`src/rtl/insn_fetch_seq.sv`:
```
module insn_fetch_seq #(
  parameter int AW = 32,
  parameter int LW = 4
) (
  input  logic          clk,
  input  logic          rst_n,
  input  logic          start,
  input  logic [AW-1:0] start_pc,
  output logic          mem_req,
  output logic [AW-1:0] mem_addr,
  input  logic          mem_ack,
  input  logic [15:0]   mem_rdata,
  output logic          done,
  output logic [15:0]   opcode,
  output logic [31:0]   disp_a,
  output logic [31:0]   disp_b,
  output logic [LW-1:0] ins_len,
  output logic          illegal,
  output logic          line_trap,
  output logic          addr_err
);
  localparam int MAXB = 12;

  typedef enum logic [2:0] {S_IDLE, S_OP, S_IDX, S_WORD, S_HI, S_LO} st_t;
  st_t         st;
  logic [AW-1:0] fa;
  logic        tgt_b;
  logic [1:0]  osel;
  logic [15:0] hi;

  assign mem_req  = (st != S_IDLE);
  assign mem_addr = fa;

  wire        take = mem_req && mem_ack;
  wire [31:0] sx8  = {{24{mem_rdata[7]}}, mem_rdata[7:0]};
  wire [31:0] sx16 = {{16{mem_rdata[15]}}, mem_rdata};

  always_ff @(posedge clk) begin
    if (!rst_n) begin
      st <= S_IDLE; fa <= '0; tgt_b <= 1'b0; osel <= 2'b00; hi <= '0;
      done <= 1'b0; opcode <= '0; disp_a <= '0; disp_b <= '0; ins_len <= '0;
      illegal <= 1'b0; line_trap <= 1'b0; addr_err <= 1'b0;
    end else begin
      done <= 1'b0;
      if (take) begin
        fa <= fa + AW'(2);
        ins_len <= ins_len + LW'(2);
      end
      case (st)
        S_IDLE: if (start) begin
          opcode <= '0; disp_a <= '0; disp_b <= '0; ins_len <= '0;
          illegal <= 1'b0; line_trap <= 1'b0; addr_err <= 1'b0;
          fa <= start_pc; tgt_b <= 1'b0; osel <= 2'b00;
          if (start_pc[0]) begin
            addr_err <= 1'b1;
            done <= 1'b1;
          end else st <= S_OP;
        end
        S_OP: if (take) begin
          opcode <= mem_rdata;
          if (mem_rdata[15:12] == 4'hA || mem_rdata[15:12] == 4'hF) begin
            line_trap <= 1'b1; st <= S_IDLE; done <= 1'b1;
          end else if (mem_rdata[15:12] == 4'h7) begin
            if (mem_rdata[8]) illegal <= 1'b1;
            else disp_a <= sx8;
            st <= S_IDLE; done <= 1'b1;
          end else if (mem_rdata[15:12] == 4'h6) begin
            if (mem_rdata[7:0] != 8'h00) begin
              disp_a <= sx8; st <= S_IDLE; done <= 1'b1;
            end else st <= S_WORD;
          end else begin
            case (mem_rdata[5:3])
              3'b101: st <= S_WORD;
              3'b110: st <= S_IDX;
              3'b111: case (mem_rdata[2:0])
                3'b000, 3'b010, 3'b100: st <= S_WORD;
                3'b001:                 st <= S_HI;
                3'b011:                 st <= S_IDX;
                default: begin illegal <= 1'b1; st <= S_IDLE; done <= 1'b1; end
              endcase
              default: begin st <= S_IDLE; done <= 1'b1; end
            endcase
          end
        end
        S_IDX: if (take) begin
          if (!mem_rdata[8]) begin
            disp_a <= sx8; st <= S_IDLE; done <= 1'b1;
          end else begin
            osel <= mem_rdata[1:0];
            if (mem_rdata[5]) begin
              tgt_b <= 1'b0;
              st <= mem_rdata[4] ? S_HI : S_WORD;
            end else if (mem_rdata[1]) begin
              tgt_b <= 1'b1;
              st <= mem_rdata[0] ? S_HI : S_WORD;
            end else begin
              st <= S_IDLE; done <= 1'b1;
            end
          end
        end
        S_HI: if (take) begin
          hi <= mem_rdata;
          st <= S_LO;
        end
        S_WORD, S_LO: if (take) begin
          if (tgt_b) disp_b <= (st == S_LO) ? {hi, mem_rdata} : sx16;
          else       disp_a <= (st == S_LO) ? {hi, mem_rdata} : sx16;
          if (!tgt_b && osel[1]) begin
            tgt_b <= 1'b1;
            st <= osel[0] ? S_HI : S_WORD;
          end else begin
            st <= S_IDLE; done <= 1'b1;
          end
        end
        default: st <= S_IDLE;
      endcase
    end
  end

  a_r2_hold: assert property (@(posedge clk) disable iff (!rst_n)
    mem_req && !mem_ack |=> mem_req && $stable(mem_addr));
  a_r2_step: assert property (@(posedge clk) disable iff (!rst_n)
    mem_req && mem_ack |=> (mem_req -> mem_addr == $past(mem_addr) + AW'(2)));
  a_r2_even: assert property (@(posedge clk) disable iff (!rst_n)
    mem_req |-> !mem_addr[0]);
  a_r3_fault_len: assert property (@(posedge clk) disable iff (!rst_n)
    done && addr_err |-> ins_len == '0);
  a_r4_line_len: assert property (@(posedge clk) disable iff (!rst_n)
    done && line_trap |-> ins_len == LW'(2));
  a_r5_quick_len: assert property (@(posedge clk) disable iff (!rst_n)
    done && opcode[15:12] == 4'h7 |-> ins_len == LW'(2));
  a_r11_len_ok: assert property (@(posedge clk) disable iff (!rst_n)
    done |-> !ins_len[0] && int'(ins_len) <= MAXB);
endmodule

```
`config.mk`:
```
export PLATFORM = sky130hd
export DESIGN_NAME = insn_fetch_seq
export DESIGN_NICKNAME = d
export VERILOG_FILES = /design/src/rtl/insn_fetch_seq.sv
export SDC_FILE = /design/constraint.sdc
export NUM_CORES = 1
export LEC_CHECK = 0
export ABC_CLOCK_PERIOD_IN_PS = 4600
export BUFFER_PORTS_ARGS = -buffer_cell sky130_fd_sc_hd__buf_2
export CORE_ASPECT_RATIO = 1.4
export CORE_MARGIN = 5
export CORE_UTILIZATION = 38
export DETAILED_ROUTE_END_ITERATION = 12
export PLACE_DENSITY = 0.64
export SYNTH_ARGS = -nofsm -noshare
export SYNTH_HDL_FRONTEND = slang
export SYNTH_SLANG_ARGS = --single-unit
```
`constraint.sdc`:
```
create_clock -name clk -period 4.6 [get_ports clk]
set_input_delay 0.46 -clock clk [delete_from_list [all_inputs] [get_ports clk]]
set_output_delay 0.46 -clock clk [all_outputs]
set_load 0.1 [all_outputs]
```
After elaboration in Yosys (flattened, before gate mapping)
Cells that the tools add are included.
{"block": "word_totals", "register_bits": 142, "latchBits": 0, "ram_bits": 0, "mem_bits_ro": 0, "in_bits": 52, "out_inout_bits": 121, "wordCells": 160, "n_memories": 0}
{"block": "classes", "add_sub_neg": 2, "mul": 0, "div": 0, "n_lt_le_gt_ge": 0, "n_eq_ne": 35, "n_shift": 0, "mux": 83, "bitwise": 0, "n_reduce_logical": 27}
{"cell": "2-to-1 mux 32 bit", "count": 16}
{"cell": "one-hot mux 32 bit (4 select lines)", "count": 1}
{"cell": "one-hot mux 32 bit (2 select lines)", "count": 1}
{"cell": "2-to-1 mux 3 bit", "count": 16}
{"cell": "adder 32 x 2 -> 32 bit, second input constant", "count": 1}
{"cell": "2-to-1 mux 16 bit", "count": 2}
{"cell": "one-hot mux 16 bit (2 select lines)", "count": 1}
{"cell": "2-to-1 mux 1 bit", "count": 30}
{"cell": "inequality test 2 bit, second input constant", "count": 12}
{"cell": "inequality test 3 bit, second input constant", "count": 7}
{"cell": "== test 3 bit, second input constant", "count": 6}
{"cell": "one-hot mux 3 bit (3 select lines)", "count": 2}
{"cell": "one-hot mux 3 bit (5 select lines)", "count": 1}
{"cell": "== test 3 x 2 -> 1 bit, second input constant", "count": 4}
{"cell": "2-to-1 mux 4 bit", "count": 3}
{"cell": "AND reduction 4 bit", "count": 3}
{"cell": "AND reduction 9 bit", "count": 1}
{"cell": "== test 4 x 3 -> 1 bit, second input constant", "count": 2}
{"cell": "== test 4 bit, second input constant", "count": 2}
{"cell": "2-to-1 mux 2 bit", "count": 4}
{"cell": "AND reduction 8 bit", "count": 1}
{"cell": "nonzero test 8 bit", "count": 1}
{"cell": "AND reduction 7 bit", "count": 1}
{"cell": "== test 3 x 1 -> 1 bit, second input constant", "count": 2}
{"cell": "18 further kinds", "count": 27}

Logic depth before layout (Yosys ltp)
Gate-level depths: netlist of run 1.
{"block": "logic_depth", "ltp_word": 9, "depth_mapped": 9, "depth_no_buf": 5}

Worst setup path after synthesis of run 1
OpenSTA, ideal clock, no wires.
{"block": "synth_path", "path_type": "flip-flop to flip-flop", "startpoint": "reg fa[8], in the netlist mem_addr[8]", "endpoint": "reg fa[28], in the netlist mem_addr[28]", "setup_ns": 0.075, "arrival_time_ns": 2.588, "required_ns": 4.525, "path_slack_ns": 1.937, "stages_incl_launch_ff": 7, "path_buffers": 1, "period_less_slack_ns": 2.663, "cell_sequence": "dfxtp_1 -> and2_1 -> clkbuf_1 -> nand4_1 -> or3_1 -> or4_1 -> a31oi_1"}
{"block": "synth_via", "elab_chain_len": 4}
{"element": "from (decl)", "line_no": "26", "rtl": "logic [AW-1:0] fa;"}
{"element": "from (signal assigned)", "line_no": "46", "rtl": "fa <= fa + AW'(2);"}
{"element": "adder 32 x 2 -> 32 bit (*)", "line_no": "46"}
{"element": "2-to-1 mux 32 bit (*)", "line_no": "45", "rtl": "if (take) begin"}
{"element": "2-to-1 mux 32 bit", "line_no": "50", "rtl": "S_IDLE: if (start) begin"}
{"element": "2-to-1 mux 32 bit (*)", "line_no": "49", "rtl": "case (st)"}
Every way passes the cells marked *; elsewhere a longest branch is shown, timed or not.
A chain may end at the register's enable or synchronous reset.

Final worst setup path of run 1
{"block": "layout_path", "startpoint": "reg st[1]", "endpoint": "reg disp_a[5]"}
{"block": "layout_via", "elab_chain_len": 4, "elab_cells_between_ends": 19, "cone_classes": "12 x eq/ne; 1 x mux; 6 x reduce/logical"}
{"element": "from (decl)", "line_no": "25", "rtl": "st_t st;"}
{"element": "from (signal assigned)", "line_no": "92", "rtl": "st <= mem_rdata[4] ? S_HI : S_WORD;"}
{"element": "from (signal assigned)", "line_no": "95", "rtl": "st <= mem_rdata[0] ? S_HI : S_WORD;"}
{"element": "from (signal assigned)", "line_no": "110", "rtl": "st <= osel[0] ? S_HI : S_WORD;"}
{"element": "== test 3 bit, or another cell as far along", "line_no": "49"}
{"element": "OR reduction 2 bit / logical AND 1 bit (equally long branches)", "line_no": "49, 34"}
{"element": "nonzero test 4 bit (no line) / inequality test 2 bit (equally long branches)"}
{"element": "AND reduction 9 bit (no line)"}
{"element": "to (signal assigned)", "line_no": "107", "rtl": "else disp_a <= (st == S_LO) ? {hi, mem_rdata} : sx16;"}
{"element": "to (decl)", "line_no": "15", "rtl": "output logic [31:0] disp_a,"}
Parallel ways exist; a longest one is shown, timed or not.

==> flow_summary_export.csv, run 1 <==
group,metric,value,unit
worst_setup_path,cp-startpoint,"st[1]",
worst_setup_path,r2r_start,"st[1]",
floorplanning,row_count,59,
cells_and_area,syn_to_final_growth,20.5,%
power_and_ir_drop,power_density,410,nW/µm²
synthesis,ys_warn_count,0,
cts,tritoncts,"yes",
timing,hold_viol,0,
global_routing,grt_pass1_vias,6787,
floorplanning,dieArea,21700,µm²
timing,setup_viol,0,
global_routing,gr-total-overflow,0,
power_and_ir_drop,p_switching,1.33,mW
power_and_ir_drop,total_power,3.54,mW
power_and_ir_drop,vdd_drop_max,230,µV
global_routing,grt_start_max_net_pins,68,
synthesis,synth-edff-count,0,
synthesis,ys_async_sr_fraction,0,
synthesis,yosysSeqAreaShare,0.394,
power_and_ir_drop,seq_power_share,0.378,
cts,cts_setup_buffers,0,
power_and_ir_drop,cell_internal_pwr,2.20,mW
timing,fin_crit,3.24,ns
cts,cts.clk_slew.worst_paths,0.06,ns
job,cap_violations,0,
routing,via_count,7289,
synthesis,synth_fa_ha_area_frac,0.00349,
power_and_ir_drop,p_clk_frac,0.393,
synthesis,synthMuxAreaShare,0.0124,
timing,drv_slew,0,
routing,drt-initial-drc-count,469,
floorplanning,fp.dieW,126,µm
synthesis,synth_area_leader_cell,"dfxtp_1",
synthesis,synth_top_family_by_area,"compound AO/OA/AOI/OAI gates",
worst_setup_path,critPathRequiredTime,4.97,ns
synthesis,synth_common_cells,"168 x nand2_1, 141 x dfxtp_1, 134 x a21oi_1, 71 x clkbuf_1, 54 x nand3_1",
floorplanning,start_util,0.385,
timing,rsz0062_at_grt,"false",
timing,relSlewSlack,0.381,
routing,via_per_inst,5.58,
cts,hold_buffers,0,
routing,drtPass1Iterations,5,
cells_and_area,drive_gt1_frac,0.232,
place,place_hpwl,15900,µm
place,dpl_cell_area,8030,µm²
cts,cts_made_buffers,17,
synthesis,avgSynthCellArea,7.62,µm²
synthesis,syn_area,7160,µm²
timing,fin_tns_setup,0,ns
synthesis,syn_nets,994,
floorplanning,pin_count,173,
place,io_buffer_count,171,
worst_setup_path,r2r_slack,1.36,ns
synthesis,ys_seq_elements,141,
timing,setup_slack,1.36,ns
floorplanning,core_area,18600,µm²
synthesis,synthDominantCellAreaShare,0.394,
power_and_ir_drop,swShare,0.376,
cts,clk_latency,0.43,ns
cts,cts.sinks,141,
synthesis,ys_types,70,
synthesis,yosys.area_share.simple,0.231,
cells_and_area,antennaDiodeCount,0,
global_routing,grt_pass1_wl,36200,µm
cts,max-clock-path-buffers,2,
global_routing,grt_antenna_before_repair,0,
cts,cts.htree.levels,4,
worst_setup_path,crit_path_end_kind,"flip-flop",
synthesis,yosysMostFrequentCell,"nand2_1",
synthesis,synth_compound_area_frac,0.262,
routing,wirelength,22900,µm
timing,clock_skew,0.00996,ns
cells_and_area,final_area,8630,µm²
synthesis,ys.flop_type,"dfxtp_1",
worst_setup_path,worstSetupEndpoint,"disp_a[5]",
worst_setup_path,cp_data_arrival_time,3.61,ns
place,detailedPlace.worstSlack,1.45,ns
floorplanning,die_h,172,µm
timing,fin_crit_sh,0.705,
worst_setup_path,crit_fanout,34,
routing,ant_nets,0,
hold_path,holdCritPathClass,"in2reg",
synthesis,synth_xor_area_frac,0.0342,
global_routing,grtUsageTotal,0.206,
cells_and_area,fin_nets,1104,
power_and_ir_drop,leakage,3.28,nW
worst_setup_path,regToRegEndpoint,"disp_a[5]",
timing,fmax,308,MHz
cts,ctsRootBufferMaster,"clkbuf_16",
routing,drc,0,
synthesis,yosys-top-cells-area,"dfxtp_1 39%, a21oi_1 9.4%, nand2_1 8.8%",
timing,worstMarginPinSlew,0.927,ns
routing,wire_per_inst,17.5,µm
power_and_ir_drop,p_comb_frac,0.230,
worst_setup_path,start_kind,"flip-flop",
place,gp_congestion,0.887,
cells_and_area,fillers,1920,
cts,cts_resized,0,
worst_setup_path,critPathKind,"reg2reg",
outcome,status,"finished clean",
synthesis,synth_cells,940,
worst_setup_path,r2r_cells,7,
[cell usage in the layout, fill, tap and decap left out, drive strengths merged, types with 15 or more instances in the layout]
| master | synthesis | layout |
|---|---|---|
| a211oi | 24 | 24 |
| a21oi | 134 | 134 |
| a31oi | 15 | 15 |
| buf | 23 | 185 |
| clkbuf | 71 | 17 |
| dfxtp | 141 | 141 |
| inv | 14 | 22 |
| nand2 | 168 | 168 |
| nand3 | 54 | 54 |
| nor2 | 53 | 53 |
| o2111ai | 19 | 19 |
| o21ai | 54 | 54 |
| xnor2 | 23 | 23 |
[power groups by stage]
stage	clock network (mW)	logic, mW	registers [mW]
floorplan	0	0.276	1.74
global placement	0	0.809	1.36
detailed placement	0	0.810	1.36
CTS	1.42	0.812	1.33
global route	1.48	0.851	1.34
finish	1.39	0.811	1.33
[area by class of cell]
type,instances,area (µm²),area share
clock buffers,17,425,0.0493
clock inverters,15,169,0.0196
inverters,14,52.6,0.00609
multi-input cells,691,3890,0.451
flip-flops and latches,141,2820,0.327
well taps,244,305,0.0354
repair buffers,185,961,0.111
[logic make-up after synthesis]
family / Yosys count
AO/OA/AOI/OAI: 296
XOR/XNOR: 28
adder cells (fa/ha/maj): 2
buffers and inverters: 108
flip-flops: 141
multiplexers: 8
other: 1
AND/OR/NAND/NOR: 356
[state kept, by name (all words and copies together), names as in the netlist, 2 cells and up]
| signal | count |
|---|---|
| disp_b | 32 |
| disp_a | 32 |
| osel | 2 |
| ins_len | 3 |
| hi | 16 |
| mem_addr | 32 |
| opcode | 16 |
| st | 3 |
[routing by layer]
layer,wire length [µm],up-vias,global-route usage
met5,0,-,0
met2,11500,266,0.355
met4,733,0,0.0971
met1,9150,3391,0.240
li1,-,3582,-
met3,1470,50,0.0525
[how the worst min path moves through the flow]
stage / startpoint / end / slack [ns] / cells after the start
after floorplan: osel[1] / osel[1] / 0.43 / 2
after global placement: disp_b[22] / disp_b[22] / 0.44 / 2
after detailed placement: disp_b[8] / disp_b[8] / 0.44 / 2
after CTS: start_pc[18] / mem_addr[18] / 0.29 / 3
after global routing: start_pc[18] / mem_addr[18] / 0.31 / 3
final: start_pc[12] / mem_addr[12] / 0.31 / 3
[metrics by stage]
step,instances,hold slack (ns),utilization
2_1_floorplan,940,0.427,-
3_3_place_gp,1275,0.435,0.432
3_5_place_dp,1275,0.441,0.432
4_1_cts,1307,0.293,0.464
5_1_grt,1307,0.308,0.464
6_report,1307,0.308,0.464
[worst max-delay path: stages (launching register included)]
cell	delay [ns]
dfxtp_1	0.93
nor2b_1	0.10
buf_4	0.25
o211ai_1	0.27
o2111a_1	0.23
buf_4	0.33
and2_1	0.76
o221a_1	0.30
No activity file was read; power rests on OpenSTA's default activity.
==> run 2, diff against run 1 <==
--- a/config.mk
+++ b/config.mk
@@ -5,7 +5,7 @@
 export SDC_FILE = /design/constraint.sdc
 export NUM_CORES = 1
 export LEC_CHECK = 0
-export ABC_CLOCK_PERIOD_IN_PS = 4600
+export ABC_CLOCK_PERIOD_IN_PS = 3400
 export BUFFER_PORTS_ARGS = -buffer_cell sky130_fd_sc_hd__buf_2
 export CORE_ASPECT_RATIO = 1.4
 export CORE_MARGIN = 5
==> constraint.sdc (replaced) <==
create_clock -name clk -period 3.4 [get_ports clk]
set_input_delay 0.34 -clock clk [delete_from_list [all_inputs] [get_ports clk]]
set_output_delay 0.34 -clock clk [all_outputs]
set_load 0.1 [all_outputs]
==> flow_summary_export.csv, run 2 (synthesized netlist as in run 1, its figures left out) <==
group,metric,value,unit
cts,tritoncts,"yes",
timing,fin_tns_setup,0,ns
floorplanning,die_h,172,µm
routing,via_per_inst,5.59,
floorplanning,pin_count,173,
worst_setup_path,critPathKind,"reg2reg",
routing,drt-initial-drc-count,638,
floorplanning,dieArea,21700,µm²
cts,hold_buffers,0,
timing,drv_slew,0,
outcome,status,"finished clean",
worst_setup_path,crit_fanout,17,
routing,highest_layer,"met5",
timing,finalHoldWorstSlack,0.191,ns
worst_setup_path,start_kind,"flip-flop",
place,place_inst,1286,
cells_and_area,fin_nets,1115,
cts,cts.sinks,141,
global_routing,grt_start_max_net_pins,68,
worst_setup_path,critPathRequiredTime,3.66,ns
global_routing,grt_pass1_wl,37000,µm
timing,relSlewSlack,0.251,
global_routing,gr-total-overflow,0,
cts,cts_resized,0,
routing,route.met3.wl,1630,µm
global_routing,grt_antenna_before_repair,1,
cells_and_area,fin_cells,1318,
timing,fin_crit_sh,0.826,
timing,worstMarginPinSlew,1.12,ns
cts,clk_latency,0.43,ns
cells_and_area,final_cell_mix,"171 x buf_2, 168 x nand2_1, 141 x dfxtp_1, 134 x a21oi_1, 54 x nand3_1",
power_and_ir_drop,power_density,547,nW/µm²
routing,drtPass1Iterations,5,
cts,cts.clk_slew.worst_paths,0.07,ns
floorplanning,start_util,0.385,
floorplanning,core_area,18600,µm²
routing,via_count,7370,
cts,cts.htree.levels,4,
worst_setup_path,crit_path_end_kind,"flip-flop",
floorplanning,row_count,59,
global_routing,grtUsageTotal,0.210,
cts,cts_setup_buffers,0,
cells_and_area,layout_commonest_cell,"buf_2",
hold_path,holdCritPathClass,"in2reg",
timing,fin_crit,2.81,ns
routing,wirelength,23600,µm
cts,ctsRootBufferMaster,"clkbuf_16",
routing,drt-met1-wl,9190,µm
worst_setup_path,r2r_cells,6,
cells_and_area,fillers,1923,
cells_and_area,drive_gt1_frac,0.240,
job,cap_violations,0,
place,gp_congestion,0.915,
routing,wl_met2,11900,µm
worst_setup_path,cp_data_arrival_time,3.07,ns
power_and_ir_drop,leakage,3.33,nW
power_and_ir_drop,vdd_drop_max,307,µV
timing,setup_viol,0,
cells_and_area,syn_to_final_growth,21.5,%
routing,drc,0,
place,dpl_cell_area,8120,µm²
place,place_hpwl,16600,µm
cts,cts_made_buffers,17,
timing,fmax,356,MHz
routing,wire_per_inst,17.9,µm
timing,hold_viol,0,
place,io_buffer_count,171,
timing,rsz0062_at_grt,"false",
cells_and_area,final_area,8700,µm²
timing,clock_skew,0.0137,ns
hold_path,hold_depth,3,
cells_and_area,final_util,0.468,
global_routing,grt_pass1_vias,7007,
routing,ant_nets,0,
cts,max-clock-path-buffers,2,
floorplanning,fp.dieW,126,µm
run 2: metrics by stage:
stage          setup slack [ns]  power [mW]
3_3_place_gp              0.715        2.94
5_1_grt                   0.460        4.93
4_1_cts                   0.606        4.80
3_5_place_dp              0.655        2.95
6_report                  0.590        4.76
2_1_floorplan             0.737        2.72
run 2: metal layers:
layer,vias up,track usage
met1,3407,0.242
li1,3596,-
met4,2,0.105
met5,-,0
met3,56,0.0507
met2,309,0.365
run 2: final cells by class:
cell class,count,area [µm²],share of cell area
multi-input combinational,691,3890,0.447
sequential,141,2820,0.324
timing repair buffer,196,1040,0.120
clock buffer,19,453,0.0521
tap,244,305,0.0351
clock inverter,12,128,0.0147
inverter,14,52.6,0.00604
antenna,1,2.50,0.000288
run 2: power breakdown:
group / switching, mW / internal, mW
clock: 0.783 / 1.06
sequential: 0.0755 / 1.73
combinational: 0.896 / 0.217
run 2: worst paths after layout:
path                                   start           end  slack, ns
worst max-delay path                   st[1]    disp_a[23]       0.59
worst min-delay path            start_pc[25]  mem_addr[25]       0.19
worst min register to register     opcode[5]     opcode[5]       0.45
worst max register to register         st[1]    disp_a[23]       0.59
run 2: worst max-delay path, stage by stage, from the launching register on:
cell,delay (ns)
dfxtp_1,0.49
nor2b_1,0.22
buf_4,0.16
o211ai_1,0.27
o2111a_1,0.52
and2_1,0.78
a311oi_2,0.20
